### config.mk
export PLATFORM = sky130hd
export DESIGN_NAME = pix_addr_stepper
export DESIGN_NICKNAME = d
export VERILOG_FILES = /design/src/rtl/pas_pkg.sv /design/src/rtl/pas_regs.sv /design/src/rtl/pas_stepper.sv /design/src/rtl/pas_addr.sv /design/src/rtl/pix_addr_stepper.sv
export SDC_FILE = /design/constraint.sdc
export NUM_CORES = 2
export LEC_CHECK = 0
export ABC_AREA = 1
export ABC_CLOCK_PERIOD_IN_PS = 18600
export BUFFER_PORTS_ARGS = -buffer_cell sky130_fd_sc_hd__buf_2
export CAP_MARGIN = 20
export CORE_MARGIN = 8
export CORE_UTILIZATION = 40
export DETAILED_ROUTE_END_ITERATION = 10
export PLACE_DENSITY = 0.65
export SLEW_MARGIN = 20
export SYNTH_ARGS = -nofsm -noshare
export SYNTH_HDL_FRONTEND = slang
export SYNTH_HIERARCHICAL = 1
export SYNTH_SLANG_ARGS = --single-unit
export TNS_END_PERCENT = 1
### constraint.sdc
create_clock -name clk -period 18.6 [get_ports clk]
set_clock_uncertainty 0.15 [all_clocks]
set_input_delay 1.86 -clock clk [delete_from_list [all_inputs] [get_ports clk]]
set_output_delay 1.86 -clock clk [all_outputs]
set_load 0.01 [all_outputs]
### src/rtl/pas_pkg.sv
package pas_pkg;

  typedef enum logic [1:0] {
    XM_PHRASE = 2'd0,
    XM_PIXEL  = 2'd1,
    XM_HOLD   = 2'd2,
    XM_INC    = 2'd3
  } xmode_e;

  typedef enum logic [2:0] {
    SEL_BASE      = 3'd0,
    SEL_CFG       = 3'd1,
    SEL_PTR_INT   = 3'd2,
    SEL_PTR_FRAC  = 3'd3,
    SEL_STEP_INT  = 3'd4,
    SEL_STEP_FRAC = 3'd5,
    SEL_INC_INT   = 3'd6,
    SEL_INC_FRAC  = 3'd7
  } sel_e;

  typedef struct packed {
    logic       upd_frac;
    logic       upd_int;
    logic       ysign;
    logic       yadd;
    logic       xsign;
    xmode_e     xmode;
    logic [5:0] wcode;
    logic [1:0] pitch;
    logic [2:0] depth;
  } cfg_t;

  localparam int CFG_W = $bits(cfg_t);

  function automatic logic [2:0] dep_clamp(input logic [2:0] d);
    return (d > 3'd5) ? 3'd5 : d;
  endfunction

  // mini-float width: ((4+m) << e) >> 2
  function automatic logic [19:0] wid_pix(input logic [5:0] c);
    logic [19:0] t;
    t = 20'(3'd4 + {1'b0, c[1:0]}) << c[5:2];
    return t >> 2;
  endfunction

endpackage

### src/rtl/pas_regs.sv
module pas_regs
  import pas_pkg::*;
#(
  parameter int REG_W = 32
) (
  input  logic             clk,
  input  logic             rst_n,
  input  logic             load_valid,
  input  logic [2:0]       load_sel,
  input  logic [REG_W-1:0] load_data,
  output logic [REG_W-1:0] base_q,
  output cfg_t             cfg_q,
  output logic [REG_W-1:0] step_i_q,
  output logic [REG_W-1:0] step_f_q,
  output logic [REG_W-1:0] inc_i_q,
  output logic [REG_W-1:0] inc_f_q
);

  always_ff @(posedge clk) begin
    if (!rst_n) begin
      base_q   <= '0;
      cfg_q    <= '0;
      step_i_q <= '0;
      step_f_q <= '0;
      inc_i_q  <= '0;
      inc_f_q  <= '0;
    end else if (load_valid) begin
      case (sel_e'(load_sel))
        SEL_BASE:      base_q   <= load_data;
        SEL_CFG:       cfg_q    <= cfg_t'(load_data[CFG_W-1:0]);
        SEL_STEP_INT:  step_i_q <= load_data;
        SEL_STEP_FRAC: step_f_q <= load_data;
        SEL_INC_INT:   inc_i_q  <= load_data;
        SEL_INC_FRAC:  inc_f_q  <= load_data;
        default: ;
      endcase
    end
  end

endmodule

### src/rtl/pas_stepper.sv
module pas_stepper
  import pas_pkg::*;
#(
  parameter int AXIS_W = 16,
  parameter int FRAC_W = 16
) (
  input  logic                clk,
  input  logic                rst_n,
  input  logic [2:0]          depth,
  input  xmode_e              xmode,
  input  logic                xsign,
  input  logic                yadd,
  input  logic                ysign,
  input  logic                upd_int,
  input  logic                upd_frac,
  input  logic [2*AXIS_W-1:0] step_i,
  input  logic [2*FRAC_W-1:0] step_f,
  input  logic [2*AXIS_W-1:0] inc_i,
  input  logic [2*FRAC_W-1:0] inc_f,
  input  logic                ld_int,
  input  logic                ld_frac,
  input  logic [2*AXIS_W-1:0] ld_int_data,
  input  logic [2*FRAC_W-1:0] ld_frac_data,
  input  logic                do_inner,
  input  logic                do_outer,
  output logic [AXIS_W-1:0]   x_nxt,
  output logic [AXIS_W-1:0]   y_nxt
);

  localparam int FX_W = AXIS_W + FRAC_W;
  localparam logic [FX_W-1:0] ONE = FX_W'(1) << FRAC_W;

  logic [FX_W-1:0] p_q [2];
  logic [FX_W-1:0] p_a [2];
  logic [FX_W-1:0] p_n [2];
  logic [AXIS_W-1:0] ppp, xi;
  logic [FX_W-1:0] incx, incy;

  assign incx = {inc_i[AXIS_W-1:0], inc_f[FRAC_W-1:0]};
  assign incy = {inc_i[2*AXIS_W-1:AXIS_W], inc_f[2*FRAC_W-1:FRAC_W]};
  assign ppp  = AXIS_W'(7'd64 >> dep_clamp(depth));

  // inner stage
  always_comb begin
    p_a[0] = p_q[0];
    p_a[1] = p_q[1];
    xi     = p_q[0][FX_W-1:FRAC_W] + ppp;
    if (do_inner) begin
      case (xmode)
        XM_PHRASE: p_a[0] = {xi & ~(ppp - AXIS_W'(1)), {FRAC_W{1'b0}}};
        XM_PIXEL:  p_a[0] = xsign ? (p_q[0] - ONE) : (p_q[0] + ONE);
        XM_INC:    p_a[0] = p_q[0] + incx;
        default:   p_a[0] = p_q[0];
      endcase
      if (xmode == XM_INC)
        p_a[1] = p_q[1] + incy;
      else if (yadd)
        p_a[1] = ysign ? (p_q[1] - ONE) : (p_q[1] + ONE);
    end
  end

  // outer stage and pointer register, one per axis
  for (genvar g = 0; g < 2; g++) begin : g_axis
    logic [FX_W-1:0] q;
    logic [FX_W-1:0] stp;
    assign stp = {upd_int  ? step_i[g*AXIS_W +: AXIS_W] : {AXIS_W{1'b0}},
                  upd_frac ? step_f[g*FRAC_W +: FRAC_W] : {FRAC_W{1'b0}}};
    assign p_n[g] = do_outer ? (p_a[g] + stp) : p_a[g];
    assign p_q[g] = q;

    always_ff @(posedge clk) begin
      if (!rst_n) begin
        q <= '0;
      end else begin
        if (ld_int)  q[FX_W-1:FRAC_W] <= ld_int_data[g*AXIS_W +: AXIS_W];
        if (ld_frac) q[FRAC_W-1:0]    <= ld_frac_data[g*FRAC_W +: FRAC_W];
        if (!ld_int && !ld_frac && (do_inner || do_outer)) q <= p_n[g];
      end
    end
  end

  assign x_nxt = p_n[0][FX_W-1:FRAC_W];
  assign y_nxt = p_n[1][FX_W-1:FRAC_W];

endmodule

### src/rtl/pas_addr.sv
module pas_addr
  import pas_pkg::*;
#(
  parameter int AXIS_W = 16,
  parameter int ADDR_W = 32
) (
  input  logic [ADDR_W-1:0] base,
  input  logic [2:0]        depth,
  input  logic [1:0]        pitch,
  input  logic [5:0]        wcode,
  input  logic [AXIS_W-1:0] x,
  input  logic [AXIS_W-1:0] y,
  output logic [ADDR_W-1:0] addr
);

  localparam int LIN_W = 2 * AXIS_W + 24;

  logic signed [LIN_W-1:0] xs, ys, ws, lin, bo, phr, off;
  logic [2:0] mul;
  logic unused_hi;

  always_comb begin
    xs  = {{(LIN_W-AXIS_W){x[AXIS_W-1]}}, x};
    ys  = {{(LIN_W-AXIS_W){y[AXIS_W-1]}}, y};
    ws  = LIN_W'(wid_pix(wcode));
    lin = ys * ws + xs;
    bo  = lin <<< dep_clamp(depth);
    phr = bo >>> 6;
    case (pitch)
      2'd0:    mul = 3'd1;
      2'd1:    mul = 3'd2;
      2'd2:    mul = 3'd4;
      default: mul = 3'd3;
    endcase
    off = ((phr * LIN_W'(mul)) <<< 3) + LIN_W'(bo[5:3]);
  end

  assign addr      = base + off[ADDR_W-1:0];
  assign unused_hi = ^off[LIN_W-1:ADDR_W];

endmodule

### src/rtl/pix_addr_stepper.sv
module pix_addr_stepper
  import pas_pkg::*;
#(
  parameter int AXIS_W = 16
) (
  input  logic                clk,
  input  logic                rst_n,
  input  logic                load_valid,
  input  logic [2:0]          load_sel,
  input  logic [2*AXIS_W-1:0] load_data,
  input  logic                adv_inner,
  input  logic                adv_outer,
  output logic                addr_valid,
  output logic [2*AXIS_W-1:0] addr
);

  localparam int REG_W  = 2 * AXIS_W;
  localparam int FRAC_W = AXIS_W;

  logic [REG_W-1:0] base_q, step_i_q, step_f_q, inc_i_q, inc_f_q;
  cfg_t             cfg_q;
  logic             do_inner, do_outer, ld_int, ld_frac;
  logic [AXIS_W-1:0] x_nxt, y_nxt;
  logic [REG_W-1:0] addr_c;

  assign do_inner = adv_inner && !load_valid;
  assign do_outer = adv_outer && !load_valid;
  assign ld_int   = load_valid && (load_sel == SEL_PTR_INT);
  assign ld_frac  = load_valid && (load_sel == SEL_PTR_FRAC);

  pas_regs #(.REG_W(REG_W)) u_regs (
    .clk(clk), .rst_n(rst_n),
    .load_valid(load_valid), .load_sel(load_sel), .load_data(load_data),
    .base_q(base_q), .cfg_q(cfg_q),
    .step_i_q(step_i_q), .step_f_q(step_f_q),
    .inc_i_q(inc_i_q), .inc_f_q(inc_f_q)
  );

  pas_stepper #(.AXIS_W(AXIS_W), .FRAC_W(FRAC_W)) u_step (
    .clk(clk), .rst_n(rst_n),
    .depth(cfg_q.depth), .xmode(cfg_q.xmode), .xsign(cfg_q.xsign),
    .yadd(cfg_q.yadd), .ysign(cfg_q.ysign),
    .upd_int(cfg_q.upd_int), .upd_frac(cfg_q.upd_frac),
    .step_i(step_i_q), .step_f(step_f_q),
    .inc_i(inc_i_q), .inc_f(inc_f_q),
    .ld_int(ld_int), .ld_frac(ld_frac),
    .ld_int_data(load_data), .ld_frac_data(load_data),
    .do_inner(do_inner), .do_outer(do_outer),
    .x_nxt(x_nxt), .y_nxt(y_nxt)
  );

  pas_addr #(.AXIS_W(AXIS_W), .ADDR_W(REG_W)) u_addr (
    .base(base_q), .depth(cfg_q.depth), .pitch(cfg_q.pitch),
    .wcode(cfg_q.wcode), .x(x_nxt), .y(y_nxt), .addr(addr_c)
  );

  always_ff @(posedge clk) begin
    if (!rst_n) begin
      addr_valid <= 1'b0;
      addr       <= '0;
    end else begin
      addr_valid <= do_inner || do_outer;
      if (do_inner || do_outer) addr <= addr_c;
    end
  end

endmodule

# ---- Word level (Yosys, flattened, before mapping)
# Cells that the tools add are included.
dict set report word_totals {
  word_cells 94
  output_inout_bits 33
  reg_bits 275
  input_bits 40
}
dict set report op_classes {
  n_mux 20
  n_reduce_logical 21
  shift 3
  n_mul 2
  n_eq_ne 11
  n_bitwise 2
  n_lt_le_gt_ge 1
  addsub 14
}
# op count
set ops {}
lappend ops {{32-bit 2-to-1 mux} 8}
lappend ops {{32-bit adder} 5}
lappend ops {{16-bit 2-to-1 mux} 8}
lappend ops {{32-bit one-hot mux with 3 select lines} 1}
lappend ops {{32-bit by 17-bit adder with 32-bit output, second input constant} 2}
lappend ops {{64-bit 2-to-1 mux} 1}
lappend ops {{32-bit by 17-bit subtractor with 32-bit output, second input constant} 2}
lappend ops {{56-bit by 3-bit multiplier with 29-bit output} 1}
lappend ops {{56-bit by 3-bit <<< shifter with 56-bit output} 1}
lappend ops {{35-bit by 16-bit adder with 36-bit output} 1}
lappend ops {{16-bit by 19-bit multiplier with 35-bit output} 1}
lappend ops {{32-bit by 3-bit adder with 32-bit output} 1}
lappend ops {{20-bit by 4-bit << shifter with 20-bit output} 1}
lappend ops {{16-bit adder} 1}
lappend ops {{16-bit AND} 1}
lappend ops {{16-bit NOT} 1}
lappend ops {{7-bit by 3-bit right shift with 16-bit output, first input constant} 1}
lappend ops {{16-bit by 1-bit subtractor with 16-bit output, second input constant} 1}
lappend ops {{3-bit == test, second input constant} 4}
lappend ops {{2-bit AND reduction} 6}
lappend ops {{3-bit one-hot mux with 3 select lines} 1}
lappend ops {{3-bit by 2-bit == test with 1-bit output, second input constant} 2}
lappend ops {{1-bit logical AND} 6}
lappend ops {{3-bit by 2-bit adder with 4-bit output, first input constant} 1}
lappend ops {{10 further kinds} 16}

# ---- Longest topological paths before layout
dict set report depth {
  word_depth 16
  mapped_depth 85
  mapped_depth_nobuf 83
}

# ---- By module
# Netlist, hierarchy kept.
# mod area_per_inst_um2 instances cells_each seq_area_each_um2
set by_module_without_submodules {}
lappend by_module_without_submodules {pas_addr 15751.4 1 2345 0.0}
lappend by_module_without_submodules {pas_stepper 15077.0 1 2761 1281.2}
lappend by_module_without_submodules {pas_regs 6990.5 1 1014 3563.4}
lappend by_module_without_submodules {pix_addr_stepper 1515.2 1 219 660.6}

# ---- Worst setup path after synthesis
# No wires, ideal clock.
dict set report synth_path {
  path_kind {input to register}
  start {input port load_valid}
  end {register addr[31]}
  t_arrival_ps 13669
  n_path_buf 6
  path_slack_ps 4669
  setup_ps 113
  path_stages 80
  required_time_ps 18337
  path_cell_list {inv_2 > nand2_2 > buf_6 > inv_1 > buf_4 > inv_2 > buf_2 > nor2_1 > buf_2 > buf_2 > nand2_1 > nand2_1 > ha_1 > fa_1 > nand3_1 > nand2_1 > nand4_1 > nand3_1 > [... 44 more ...] > xor2_1 > inv_1 > ha_1 > a21o_1 > nand2_1 > nand2_1 > a21oi_1 > o21ai_0 > a21oi_1 > nand2_1 > inv_1 > nand3_1 > nand3_2 > nand2_1 > nand2_1 > nand2_1 > nor2_1 > nor2_1}
}
dict set report synth_via {
  elab_chain_cells 11
  word_cells_on_any_way 15
  classes_between {5 x add/sub; 2 x mul; 1 x shift; 3 x mux; 4 x reduce/logical}
}
# element line_no
set synth_rtl {}
lappend synth_rtl {{start, declared} pix_addr_stepper.sv:8} ;# input logic load_valid,
lappend synth_rtl {{1-bit zero test (*)} pix_addr_stepper.sv:26} ;# assign do_inner = adv_inner && !load_valid;
lappend synth_rtl {{1-bit logical AND (*)} pix_addr_stepper.sv:26}
lappend synth_rtl {{named net do_inner} pix_addr_stepper.sv:22} ;# logic do_inner, do_outer, ld_int, ld_frac;
lappend synth_rtl {{64-bit 2-to-1 mux (*)} pas_stepper.sv:48} ;# if (do_inner) begin
lappend synth_rtl {{32-bit adder} pas_stepper.sv:68} ;# assign p_n[g] = do_outer ? (p_a[g] + stp) : p_a[g];
lappend synth_rtl {{32-bit 2-to-1 mux (*)} pas_stepper.sv:68}
lappend synth_rtl {{named net y_nxt[8]} pix_addr_stepper.sv:23} ;# logic [AXIS_W-1:0] x_nxt, y_nxt;
lappend synth_rtl {{16-bit by 19-bit multiplier with 35-bit output (*)} pas_addr.sv:26} ;# lin = ys * ws + xs;
lappend synth_rtl {{35-bit by 16-bit adder with 36-bit output (*)} pas_addr.sv:26}
lappend synth_rtl {{56-bit by 3-bit <<< shifter with 56-bit output (*)} pas_addr.sv:27} ;# bo = lin <<< dep_clamp(depth);
lappend synth_rtl {{56-bit by 3-bit multiplier with 29-bit output} pas_addr.sv:35} ;# off = ((phr * LIN_W'(mul)) <<< 3) + LIN_W'(bo[5:3]);
lappend synth_rtl {{32-bit by 3-bit adder with 32-bit output (*)} pas_addr.sv:35}
lappend synth_rtl {{32-bit adder (*)} pas_addr.sv:38} ;# assign addr = base + off[ADDR_W-1:0];
lappend synth_rtl {{named net addr_c[31]} pix_addr_stepper.sv:24} ;# logic [REG_W-1:0] addr_c;
lappend synth_rtl {{end signal, assigned} pix_addr_stepper.sv:63} ;# if (do_inner || do_outer) addr <= addr_c;
lappend synth_rtl {{end, declared} pix_addr_stepper.sv:14} ;# output logic [2*AXIS_W-1:0] addr
# The timed path passes the listed nets; every way through them passes the cells marked *.
# A chain may end at the register's enable or synchronous reset.

# ---- Final worst setup path
# Ends and elaborated chain as after synthesis.

==> results.txt <==
CP Capture Type: flop
Cell Area, Synth: 39330 sq um
Synth area leaders: nand2_1 (16%), dfxtp_1 (14%), fa_1 (13%), ha_1 (11%), inv_1 (10%)
CTS tree: yes
share of the synthesized area in the top cell type: 15.80%
H-tree depth: 2
HPWL Detailed: 115.6 mm
area occupied by multi-input gates: 28910 sq um
Slew headroom: 25.53%
DRT iter0 DRCs: 3738
Setup crit start kind: input port
Tcrit/Tclk final: 88.29%
Hold Path Stages: 2
Syn. warnings: 6
Total Routing Usage GR: 26.27%
RePlAce Congestion: 1.002
Layout Nets: 6938
number of global-route vias before repair: 39111
CTS Buf Count: 40
CP peak stage delay: 760 ps
LEAKAGE: 0.02218 uW
core area: 97990 sq um
Die ar.: 108600 sq um
clk slew on worst S/H paths: 60 ps
worst ir drop on vdd: 0.06263 mV
Tot Pwr: 2474 uW
status: completed
Clk pwr share: 35.5%
initial antenna violation count: 1
CP Depth: 69
FF-to-FF path depth: 65
Final Hold Fails: 0
Die X: 329.6 um
fillcell total: 10498
Placement Rows: 115
Seq/Total Area, Yosys: 14.00%
Residual DRC: 0
crit path time final: 16420 ps
drt via density: 5.324
critical path class: in -> reg
pre-CTS worst setup slack: 1882 ps
IO buf count: 72
final setup TNS: 0 ps
postcts setup bufs: 0
Register Area: 5505 sq um
RSZ-0062 raised after global routing: false
worst path buffer plus inverter count: 12
sw frac: 40.92%
Internal: 1462 uW
Max-Cap Viols: 0
most frequent CP cell: nand2_1
first-pass GRT wire length: 224.9 mm
syn nets: 6984
Max Fclk: 60.90 MHz
total number of vias: 40527
Max FO, Critical Path: 33
post-synth top area cell: nand2_1
post-layout util: 43.12%
Synth Register Bits: 275
Skew-Pair Late Insertion Delay: 630 ps
IO Pins: 73
cell count after synthesis: 6339
drt wl/cell: 19.05 um
Detailed Route WL: 145.0 mm
worst slew pin tran: 1117 ps
Max stage delay cell, worst path: inv_1
Final WS setup: 2178 ps
total congestion overflow: 0
DRT antenna net count: 0
Arr. time, crit path: 16730 ps
Area growth syn-to-layout: 7.415%
diodes inserted: 0
pwr dens: 58.56 nW/um^2
worst-case clock buffer depth: 3
layout cells sized above 1: 5.028%
Sw Pwr: 1012 uW
initial core utilization: 40.14%
Reg power frac: 26.7%
TritonCTS Sinks: 275
critical path's top delay family: adder cells
min-delay worst type: reg -> reg
Pins Over Slew Limit: 0
Resized Gates After CTS: 0
Chip Height: 329.6 um
largest net degree at the start of global routing: 97
# hold bufs at CTS: 0
WP data required: 18910 ps
Logic pwr share: 37.9%
Yosys cell types: 63
setup violators final: 0
Mean Syn Cell Area: 6.205 sq um
clock root cell: clkbuf_16
DR pass1 iterations: 6
## path summary, 6_finish.rpt
check	from	slack, ps	endpoint
worst max-delay path	load_valid	2180	addr[31]
worst min-delay path	u_regs/step_i_q[9]	330	u_regs/step_i_q[9]
worst max register to register	u_regs/cfg_q[12]	3330	addr[31]
worst min register to register	u_regs/step_i_q[9]	330	u_regs/step_i_q[9]
## cells in the final DEF, fill, tap and decap left out, types with 16 or more instances in the layout
cell          n
a21o_1       16
a21oi_1     402
a31oi_1      23
and2_1       19
buf_2        71
buf_4        34
clkbuf_16    41
clkinv_1     19
dfxtp_1     275
fa_1        262
ha_1        343
inv_1      1062
nand2_1    1656
nand2_2      31
nand3_1     442
nand3_2      19
nand3b_1     21
nand4_1      37
nor2_1      837
nor2_2       21
nor3_1       38
o21ai_0     255
o21bai_1     25
o221ai_1     20
xnor2_1      56
xor2_1       87
## layout make-up
type                       count  area share, %
clock buffer                  49          2.520
clock inverter                25          1.010
inverter                    1090          9.684
multi-input combinational   4779          68.41
sequential                   275          13.03
tap                         1287          3.811
timing repair buffer         107          1.531
## cells by family (layout without fill, tap and decap cells)
group,after synthesis,after routing,synth area share [%]
other,2,2,0.01909
buffers and inverters,1285,1271,12.66
and+or+nand+nor,3168,3168,33.36
AOI/OAI and AO/OA,858,858,12.47
adders and majority gates,605,605,24.25
xor gates and xnor gates,143,143,3.184
muxes,3,3,0.07635
DFF,275,275,14.00
## registers in the layout, summed over array words and instances (netlist names)
register / flops
u_regs/base_q: 32
u_regs/step_f_q: 32
u_regs/cfg_q: 18
addr: 32
u_step/g_axis.q: 64
addr_valid: 1
u_regs/inc_f_q: 32
u_regs/inc_i_q: 32
u_regs/step_i_q: 32
## power by group through the flow
| stage | Clock (uW) | Combinational [uW] | Sequential, uW |
|---|---|---|---|
| 2_1_floorplan | 0 | 643 | 662 |
| 3_3_place_gp | 0 | 919 | 671 |
| 3_5_place_dp | 0 | 921 | 672 |
| 4_1_cts | 893 | 928 | 659 |
| 5_1_grt | 915 | 1040 | 663 |
| 6_report | 878 | 937 | 659 |
## per-stage QoR
| step | cells | area [sq um] | hold WS [ps] |
|---|---|---|---|
| after detailed placement | 7537 | 40730 | 320.8 |
| after CTS | 7611 | 42230 | 332.6 |
| after global placement | 7537 | 40730 | 312.0 |
| after global routing | 7612 | 42250 | 351.7 |
| after floorplan | 6339 | 39330 | 299.5 |
| final | 7612 | 42250 | 326.1 |
## per-layer routing
metal / up-vias / track usage (%) / part of all wire [%]
li1: 19805 / - / -
met1: 18909 / 33.59 / 42
met2: 1483 / 43.95 / 46
met3: 330 / 3.822 / 7.1
met4: 0 / 11.39 / 5.1
met5: - / 0 / 0
## tightest hold or removal path: stages, from the launching register on
cell,delay (ps)
dfxtp_1,320
nor2_1,50
nor2_1,80
## cell usage after synthesis, drive strengths merged
master,instances
nand2,1689
mux2i,3
a22oi,2
buf,100
a221oi,19
o221ai,20
and2,19
o211ai,15
nor4,15
a31oi,23
o21bai,26
a32o,2
a21o,16
o21a,9
o22ai,3
o21ai,278
clkinv,18
nor2,867
xnor2,56
fa,262
ha,343
a21boi,24
inv,1072
o221a,2
xor2,87
conb,2
or2,13
a22o,2
nor3b,1
nand4,37
nand3b,21
nor3,43
clkbuf,95
a211oi,5
o31ai,1
a21oi,411
dfxtp,275
nand3,462
nor2b,1
Power figures use the tool's default switching activity.
